===== config.mk =====
export PLATFORM = sky130hd
export DESIGN_NAME = radio_irq_agg
export DESIGN_NICKNAME = d
export VERILOG_FILES = /design/src/rtl/radio_irq_pkg.sv /design/src/rtl/radio_eof_det.sv /design/src/rtl/radio_stat_reg.sv /design/src/rtl/radio_irq_agg.sv
export SDC_FILE = /design/constraint.sdc
export NUM_CORES = 1
export LEC_CHECK = 0
export ABC_AREA = 0
export BUFFER_PORTS_ARGS = -buffer_cell sky130_fd_sc_hd__buf_4
export CORE_MARGIN = 2
export CORE_UTILIZATION = 30
export CTS_CLUSTER_DIAMETER = 50
export CTS_CLUSTER_SIZE = 8
export DETAILED_ROUTE_END_ITERATION = 6
export PLACE_DENSITY = 0.64
export SYNTH_ARGS = -nofsm -noshare
export SYNTH_HDL_FRONTEND = slang
export SYNTH_SLANG_ARGS = --single-unit
export TNS_END_PERCENT = 50

===== constraint.sdc =====
create_clock -name clk -period 3.7 [get_ports clk]
set_input_delay 0.555 -clock clk [delete_from_list [all_inputs] [get_ports clk]]
set_output_delay 0.555 -clock clk [all_outputs]
set_load 0.05 [all_outputs]

===== src/rtl/radio_irq_pkg.sv =====
package radio_irq_pkg;
    localparam int RX_SRC  = 4;
    localparam int TX_SRC  = 4;
    localparam int RX_FULL = 0;
    localparam int RX_EOF  = 1;
    localparam int RX_OVF  = 2;
    localparam int RX_UNF  = 3;
endpackage


===== src/rtl/radio_eof_det.sv =====
module radio_eof_det #(
    parameter int LENW = 3
) (
    input  logic            clk,
    input  logic            rst_n,
    input  logic            bit_stb,
    input  logic            bit_vld,
    input  logic [LENW-1:0] eof_len,
    output logic            eof_hit
);
    typedef struct packed {
        logic            seen;
        logic [LENW-1:0] cnt;
    } eof_st_t;

    eof_st_t st_d, st_q;
    logic [LENW:0] run_nxt;

    always_comb begin
        st_d    = st_q;
        eof_hit = 1'b0;
        run_nxt = {1'b0, st_q.cnt} + 1'b1;
        if (bit_stb) begin
            if (bit_vld) begin
                st_d.seen = 1'b1;
                st_d.cnt  = '0;
            end else if (st_q.seen && (eof_len != '0)) begin
                if (run_nxt >= {1'b0, eof_len}) begin
                    eof_hit   = 1'b1;
                    st_d.seen = 1'b0;
                    st_d.cnt  = '0;
                end else begin
                    st_d.cnt = run_nxt[LENW-1:0];
                end
            end
        end
    end

    always_ff @(posedge clk) begin
        if (!rst_n) st_q <= '0;
        else        st_q <= st_d;
    end
endmodule


===== src/rtl/radio_stat_reg.sv =====
module radio_stat_reg #(
    parameter int W = 4
) (
    input  logic         clk,
    input  logic         rst_n,
    input  logic [W-1:0] set,
    input  logic         clr,
    output logic [W-1:0] q
);
    logic [W-1:0] bits_d, bits_q;

    always_comb begin
        if (clr) bits_d = set;
        else     bits_d = bits_q | set;
    end

    always_ff @(posedge clk) begin
        if (!rst_n) bits_q <= '0;
        else        bits_q <= bits_d;
    end

    assign q = bits_q;
endmodule


===== src/rtl/radio_irq_agg.sv =====
module radio_irq_agg
    import radio_irq_pkg::*;
#(
    parameter  int NRX  = 2,
    parameter  int LENW = 3,
    localparam int RXW  = NRX * RX_SRC,
    localparam int TXW  = TX_SRC
) (
    input  logic            clk,
    input  logic            rst_n,
    input  logic            rx_mode,
    input  logic            tx_mode,
    input  logic            irq_act_low,
    input  logic [LENW-1:0] eof_len,
    input  logic [RXW-1:0]  rx_ien,
    input  logic [TXW-1:0]  tx_ien,
    input  logic            wake_ien,
    input  logic [NRX-1:0]  rx_byte_done,
    input  logic [NRX-1:0]  rx_bit_stb,
    input  logic [NRX-1:0]  rx_bit_vld,
    input  logic [NRX-1:0]  rx_ovf,
    input  logic [NRX-1:0]  rx_unf,
    input  logic [TXW-1:0]  tx_ev,
    input  logic            pwr_down,
    input  logic            rd_rx_stat,
    input  logic            rd_tx_stat,
    input  logic            rd_wake_stat,
    output logic [RXW-1:0]  rx_stat,
    output logic [TXW-1:0]  tx_stat,
    output logic            wake_stat,
    output logic            irq
);
    typedef struct packed {
        logic pd_prev;
        logic wake;
    } wake_st_t;

    logic [RXW-1:0] rx_set, rx_lat;
    logic [TXW-1:0] tx_lat;
    logic           rx_live, tx_live, irq_raw;
    wake_st_t       wk_d, wk_q;

    for (genvar c = 0; c < NRX; c++) begin : g_ch
        logic eof_hit;
        radio_eof_det #(.LENW(LENW)) u_eof (
            .clk     (clk),
            .rst_n   (rst_n),
            .bit_stb (rx_bit_stb[c]),
            .bit_vld (rx_bit_vld[c]),
            .eof_len (eof_len),
            .eof_hit (eof_hit)
        );
        assign rx_set[c*RX_SRC+RX_FULL] = rx_byte_done[c] | eof_hit;
        assign rx_set[c*RX_SRC+RX_EOF]  = eof_hit;
        assign rx_set[c*RX_SRC+RX_OVF]  = rx_ovf[c];
        assign rx_set[c*RX_SRC+RX_UNF]  = rx_unf[c];
    end

    radio_stat_reg #(.W(RXW)) u_rx_stat (
        .clk (clk), .rst_n (rst_n), .set (rx_set), .clr (rd_rx_stat), .q (rx_lat)
    );

    radio_stat_reg #(.W(TXW)) u_tx_stat (
        .clk (clk), .rst_n (rst_n), .set (tx_ev), .clr (rd_tx_stat), .q (tx_lat)
    );

    always_comb begin
        wk_d         = wk_q;
        wk_d.pd_prev = pwr_down;
        if (rd_wake_stat) wk_d.wake = 1'b0;
        if (wk_q.pd_prev && !pwr_down) wk_d.wake = 1'b1;
    end

    always_ff @(posedge clk) begin
        if (!rst_n) begin
            wk_q.pd_prev <= pwr_down;
            wk_q.wake    <= 1'b0;
        end else begin
            wk_q <= wk_d;
        end
    end

    assign tx_live   = tx_mode;
    assign rx_live   = rx_mode & ~tx_mode;
    assign rx_stat   = rx_live ? rx_lat : '0;
    assign tx_stat   = tx_live ? tx_lat : '0;
    assign wake_stat = wk_q.wake;

    assign irq_raw = (|(rx_stat & rx_ien)) | (|(tx_stat & tx_ien)) | (wake_stat & wake_ien);
    assign irq     = irq_raw ^ irq_act_low;
endmodule


# Word-level counts from Yosys, hierarchy flattened
# Cells that the tools add are included.
[word_totals] regBits=22 in_bits=39
[classes] n_addsub=2 magnitude_cmp=2 n_mux=22 bitwise=12 n_reduce_logical=16
[ops] op="$mux 4" count=6
[ops] op="$mux 8" count=2
[ops] op="$mux 1" count=12
[ops] op="$reduce_bool 2->1" count=5
[ops] op="$add 3x1->4 const B" count=2
[ops] op="$and 8x8->8" count=1
[ops] op="$ge 4x3->1" count=2
[ops] op="$or 8x8->8" count=1
[ops] op="$reduce_or 8->1" count=1
[ops] op="$mux 3" count=2
[ops] op="$reduce_and 3->1" count=2
[ops] op="$and 4x4->4" count=1
[ops] op="$or 1x1->1" count=4
[ops] op="$or 4x4->4" count=1
[ops] op="$reduce_and 2->1" count=2
[ops] op="$reduce_or 4->1" count=1
[ops] op="$logic_and 1x1->1" count=3
[ops] op="$reduce_bool 3->1" count=1
[ops] op="$and 1x1->1" count=2
[ops] op="$logic_not 1->1" count=1
[ops] op="$not 1->1" count=1
[ops] op="$xor 1x1->1" count=1

# Depth between registers and ports, before layout
[depth] ltp_word=9 ltp_mapped=8

# Cells and area by module
# From an unflattened synthesis, not the netlist that was laid out.
[hier_totals] cells_unflattened=145 area_unflattened_um2=1341.3
[modules_own_cells] mod="radio_eof_det at g_ch[0].u_eof" n_inst=1 cells_per_inst=39 area_per_inst_um2=347.8
[modules_own_cells] mod="radio_eof_det at g_ch[1].u_eof" n_inst=1 cells_per_inst=38 area_per_inst_um2=347.8
[modules_own_cells] mod="radio_stat_reg at u_rx_stat" n_inst=1 cells_per_inst=25 area_per_inst_um2=275.3
[modules_own_cells] mod="radio_irq_agg" n_inst=1 cells_per_inst=31 area_per_inst_um2=235.2
[modules_own_cells] mod="radio_stat_reg at u_tx_stat" n_inst=1 cells_per_inst=12 area_per_inst_um2=135.1

# Worst setup path before layout
# OpenSTA, ideal clock, no wires.
[synth_path] path_type="input -> output" start="input tx_mode" end="output irq" t_arrival_ps=2082 setup_slack_ps=1063 stages=4 cell_sequence="and2_1 > a22o_1 > a211oi_1 > xnor2_1"
[synth_via] elab_chain_cells=8 elab_cells_between_ends=11 cone_classes="mux: 2; bitwise: 7; reduce/logical: 2"
[synth_lines] item="start, declared" line_no="radio_irq_agg.sv:12" rtl="input logic tx_mode,"
[synth_lines] item="$not 1->1" line_no="radio_irq_agg.sv:84" rtl="assign rx_live = rx_mode & ~tx_mode;"
[synth_lines] item="$and 1x1->1" line_no="radio_irq_agg.sv:84"
[synth_lines] item="$mux 8" line_no="radio_irq_agg.sv:85" rtl="assign rx_stat = rx_live ? rx_lat : '0;"
[synth_lines] item="$and 8x8->8" line_no="radio_irq_agg.sv:89" rtl="assign irq_raw = (|(rx_stat & rx_ien)) | (|(tx_stat & tx_ien)) | (wake_stat & wake_ien);"
[synth_lines] item="$reduce_or 8->1" line_no="radio_irq_agg.sv:89"
[synth_lines] item="$or 1x1->1 * (2 in a row)" line_no="radio_irq_agg.sv:89"
[synth_lines] item="$xor 1x1->1 *" line_no="radio_irq_agg.sv:90" rtl="assign irq = irq_raw ^ irq_act_low;"
[synth_lines] item="end, declared" line_no="radio_irq_agg.sv:31" rtl="output logic irq"
# Every way passes the cells marked *; elsewhere a longest branch is shown, timed or not.

# Final worst setup path
[layout_path] start="input rx_ien[1]" end="output irq"
[layout_via] elab_chain_cells=5
[layout_lines] item="start, declared" line_no="radio_irq_agg.sv:15" rtl="input logic [RXW-1:0] rx_ien,"
[layout_lines] item="$and 8x8->8" line_no="radio_irq_agg.sv:89"
[layout_lines] item="$reduce_or 8->1" line_no="radio_irq_agg.sv:89"
[layout_lines] item="$or 1x1->1 (2 in a row)" line_no="radio_irq_agg.sv:89"
[layout_lines] item="$xor 1x1->1" line_no="radio_irq_agg.sv:90"
# Every way passes these cells.

==> metrics.md <==
| Metric | Value |
|---|---|
| Std-Cell Core Area | 3940 um2 |
| CP Class | in2out |
| Synth Instances | 135 |
| Routed met3 length | 299 um |
| Avg WL per Cell | 11.4 um |
| R2r endpoint | g_ch[1].u_eof.st_q[2] |
| CTS sink cnt | 22 |
| Mapped cell area | 1210 um2 |
| Hold Crit Depth | 1 |
| Die width | 67.6 um |
| Net Switching | 0.138 mW |
| Logic gate share of total power | 0.216 |
| Final Net Count | 236 |
| Vias per cell | 4.68 |
| First-pass GRT wire length | 4130 um |
| Top layer in use | met4 |
| Synth area leaders | dfxtp_1 (36%), nor2b_1 (10%), ha_1 (8.2%) |
| CTS Hold Bufs | 0 |
| Setup repair after global routing missed its margin | no |
| TritonCTS clock tree | built |
| # IOs | 53 |
| Row Count | 23 |
| Die footprint | 4570 um2 |
| Postcts setup bufs | 0 |
| PnR worst setup slack | 1.37 ns |
| Antenna Violating Nets Remaining | 0 |
| Top-area cell type share of the netlist area | 0.363 |
| Worst EP arrival | 1.77 ns |
| Pwr per Cell Area | 315 nW/um2 |
| Reg2reg path depth | 8 |
| Vias in the first global route | 977 |
| Max-cap violations | 0 |
| Worst-Skew Late Latency | 0.26 ns |
| HP Start | pwr_down |
| DRC viols | 0 |
| Area grow syn2layout | 40.8% |
| FF+latch count, synth | 22 |
| Final setup vio count | 0 |
| H-tree depth | 1 |
| Crit-path max FO | 1 |
| CP required | 3.14 ns |
| Flop pwr share | 0.472 |
| Worst hold margin | 0.404 ns |
| Die H | 67.6 um |
| TNS Setup | 0 ns |
| Post-synth net total | 182 |
| Drt first pass iters | 4 |
| DRT Wirelength | 2710 um |
| DRT iter0 DRCs | 37 |
| Leak | 0.797 nW |
| Buffers on Ports | 52 |
| Routed length on met2 | 1080 um |
| Dpl hpwl | 2130 um |
| WHS Endpoint | wk_q[1] |
| Max Clock Freq | 430 MHz |
| Leading area contributor after synthesis | dfxtp_1 |
| Largest net degree at the start of global routing | 23 |
| DR vias | 1,115 |
| Yosys cell types | 33 |
| CTS Buffer Depth | 2 |
| Synth Area per Inst | 8.99 um2 |
| Switching Share | 0.257 |
| Max VDD drop | 114 uV |
| Initial Util | 0.308 |
| Antenna violations before repair | 0 |
| Sequential share of the synthesized area | 0.363 |
| Clock slew at reported path FFs | 0.08 ns |
| GRT Resource Usage Total | 0.117 |
| Worst slew pin tran | 0.423 ns |
| Outcome | complete, no violations |
| Cell count after placement | 234 |
| Post-layout util | 0.434 |
| Crit share post-route | 0.629 |
| Yosys warns | 0 |
| CTS Buf Count | 3 |
| Non-Filler Instances | 238 |
| Relative slew slack | 0.716 |
| Setup Skew | 0.00179 ns |
| Dpl ws | 1.36 ns |
| Internal power | 0.401 mW |
| Ratio of cells with drive above 1 in the final layout | 0.340 |
| Post-Route M1 WL | 1320 um |
| Worst min path class | in2reg |
| Post-CTS Resized | 0 |
| Hold Fails Final Rpt | 0 |
| Overflow after GRT | 0 |
| Diode count | 0 |
| Setup slack, reg-to-reg | 1.53 ns |
| Worst Setup Start Kind | input port |
| FF-to-FF Start | g_ch[1].u_eof.st_q[0] |
| Worst Setup End Kind | output port |
| Final RePlAce weighted congestion | 0.730 |
| Clock power frac | 0.312 |
| Root Driver | clkbuf_8 |
| Min Tclk post-route | 2.33 ns |
| Max Slew Vio Count | 0 |
[synth_stat cells, drive strengths merged]
cell,count
a31oi,1
a21oi,3
mux2i,2
a21boi,4
nand4b,2
a22o,1
a22oi,4
ha,8
o21a,9
buf,2
nor2,1
or3,2
nor2b,20
a222oi,2
nand2,11
o31a,1
nand3,1
and2,13
dfxtp,22
a211oi,3
o21ai,6
or2,2
o22ai,1
nand2b,2
inv,4
a31o,2
clkbuf,1
xnor2,1
a21o,4
[cells in the final DEF, fill, tap and decap left out, types with 2 or more instances in the layout]
| cell type | n |
|---|---|
| and2_1 | 13 |
| nand2b_1 | 2 |
| inv_1 | 4 |
| clkbuf_8 | 4 |
| nor2b_1 | 20 |
| buf_4 | 52 |
| a22oi_1 | 4 |
| a222oi_1 | 2 |
| a21o_1 | 4 |
| or2_2 | 2 |
| o21a_1 | 9 |
| mux2i_1 | 2 |
| o21ai_0 | 5 |
| a31o_2 | 2 |
| a21boi_0 | 2 |
| a21boi_2 | 2 |
| or3_1 | 2 |
| nand2_2 | 2 |
| a211oi_1 | 3 |
| dfxtp_1 | 22 |
| nand4b_1 | 2 |
| nand2_1 | 9 |
| ha_1 | 8 |
| a21oi_1 | 3 |
[logic make-up (layout without fill, tap and decap cells)]
group                    after synthesis  in the layout  synth area share
XOR/XNOR                               1              1           0.00722
adder cells (fa/ha/maj)                8              8            0.0825
buffers and inverters                  7             60            0.0227
AND/OR/NAND/NOR                       54             54             0.261
flip-flops                            22             22             0.363
AO/OA/AOI/OAI                         41             41             0.247
multiplexers                           2              2            0.0165
[worst max-delay path: stages]
cell and delay [ns]:
buf_4 0.11, a222oi_1 0.32, nand3_1 0.13, a211oi_1 0.30, xnor2_1 0.15, buf_4 0.21
[worst max-delay path by stage]
stage,startpoint,endpoint,depth (start not counted)
after floorplan,tx_mode,irq,4
after global placement,rx_ien[1],irq,6
after detailed placement,rx_ien[1],irq,6
after CTS,rx_ien[1],irq,6
after global routing,rx_ien[1],irq,6
final,rx_ien[1],irq,6
[final cells by class]
class | instances | area [um2]
repair buffers | 52 | 390
well taps | 50 | 62.6
clock buffers | 4 | 55.1
multi-input cells | 106 | 746
flip-flops and latches | 22 | 440
fillers | 409 | 2230
inverters | 4 | 15.0
[power by group through the flow]
stage	logic, mW	clock network, mW	registers, mW
after floorplan	0.0630	0	0.260
after global placement	0.117	0	0.260
after detailed placement	0.118	0	0.260
after CTS	0.118	0.174	0.254
after global routing	0.127	0.183	0.256
final	0.117	0.168	0.254
[metal layers]
layer  global-route usage  up-vias
met3               0.0267        2
met4               0.0536        0
met2                0.189       47
li1                     -      588
met1                0.148      478
met5                    0        -
[state kept, by name, summed over array words and instances, names as in the netlist]
register / count
g_ch.u_eof.st_q: 8
u_tx_stat.q: 4
wake_stat: 1
u_rx_stat.q: 8
wk_q: 1
[metrics by stage]
step | cell area (um2) | power, mW
2_1_floorplan | 1210 | 0.323
3_3_place_gp | 1650 | 0.377
3_5_place_dp | 1650 | 0.378
4_1_cts | 1710 | 0.547
5_1_grt | 1710 | 0.566
6_report | 1710 | 0.539
No activity file was read; power rests on OpenSTA's default activity.
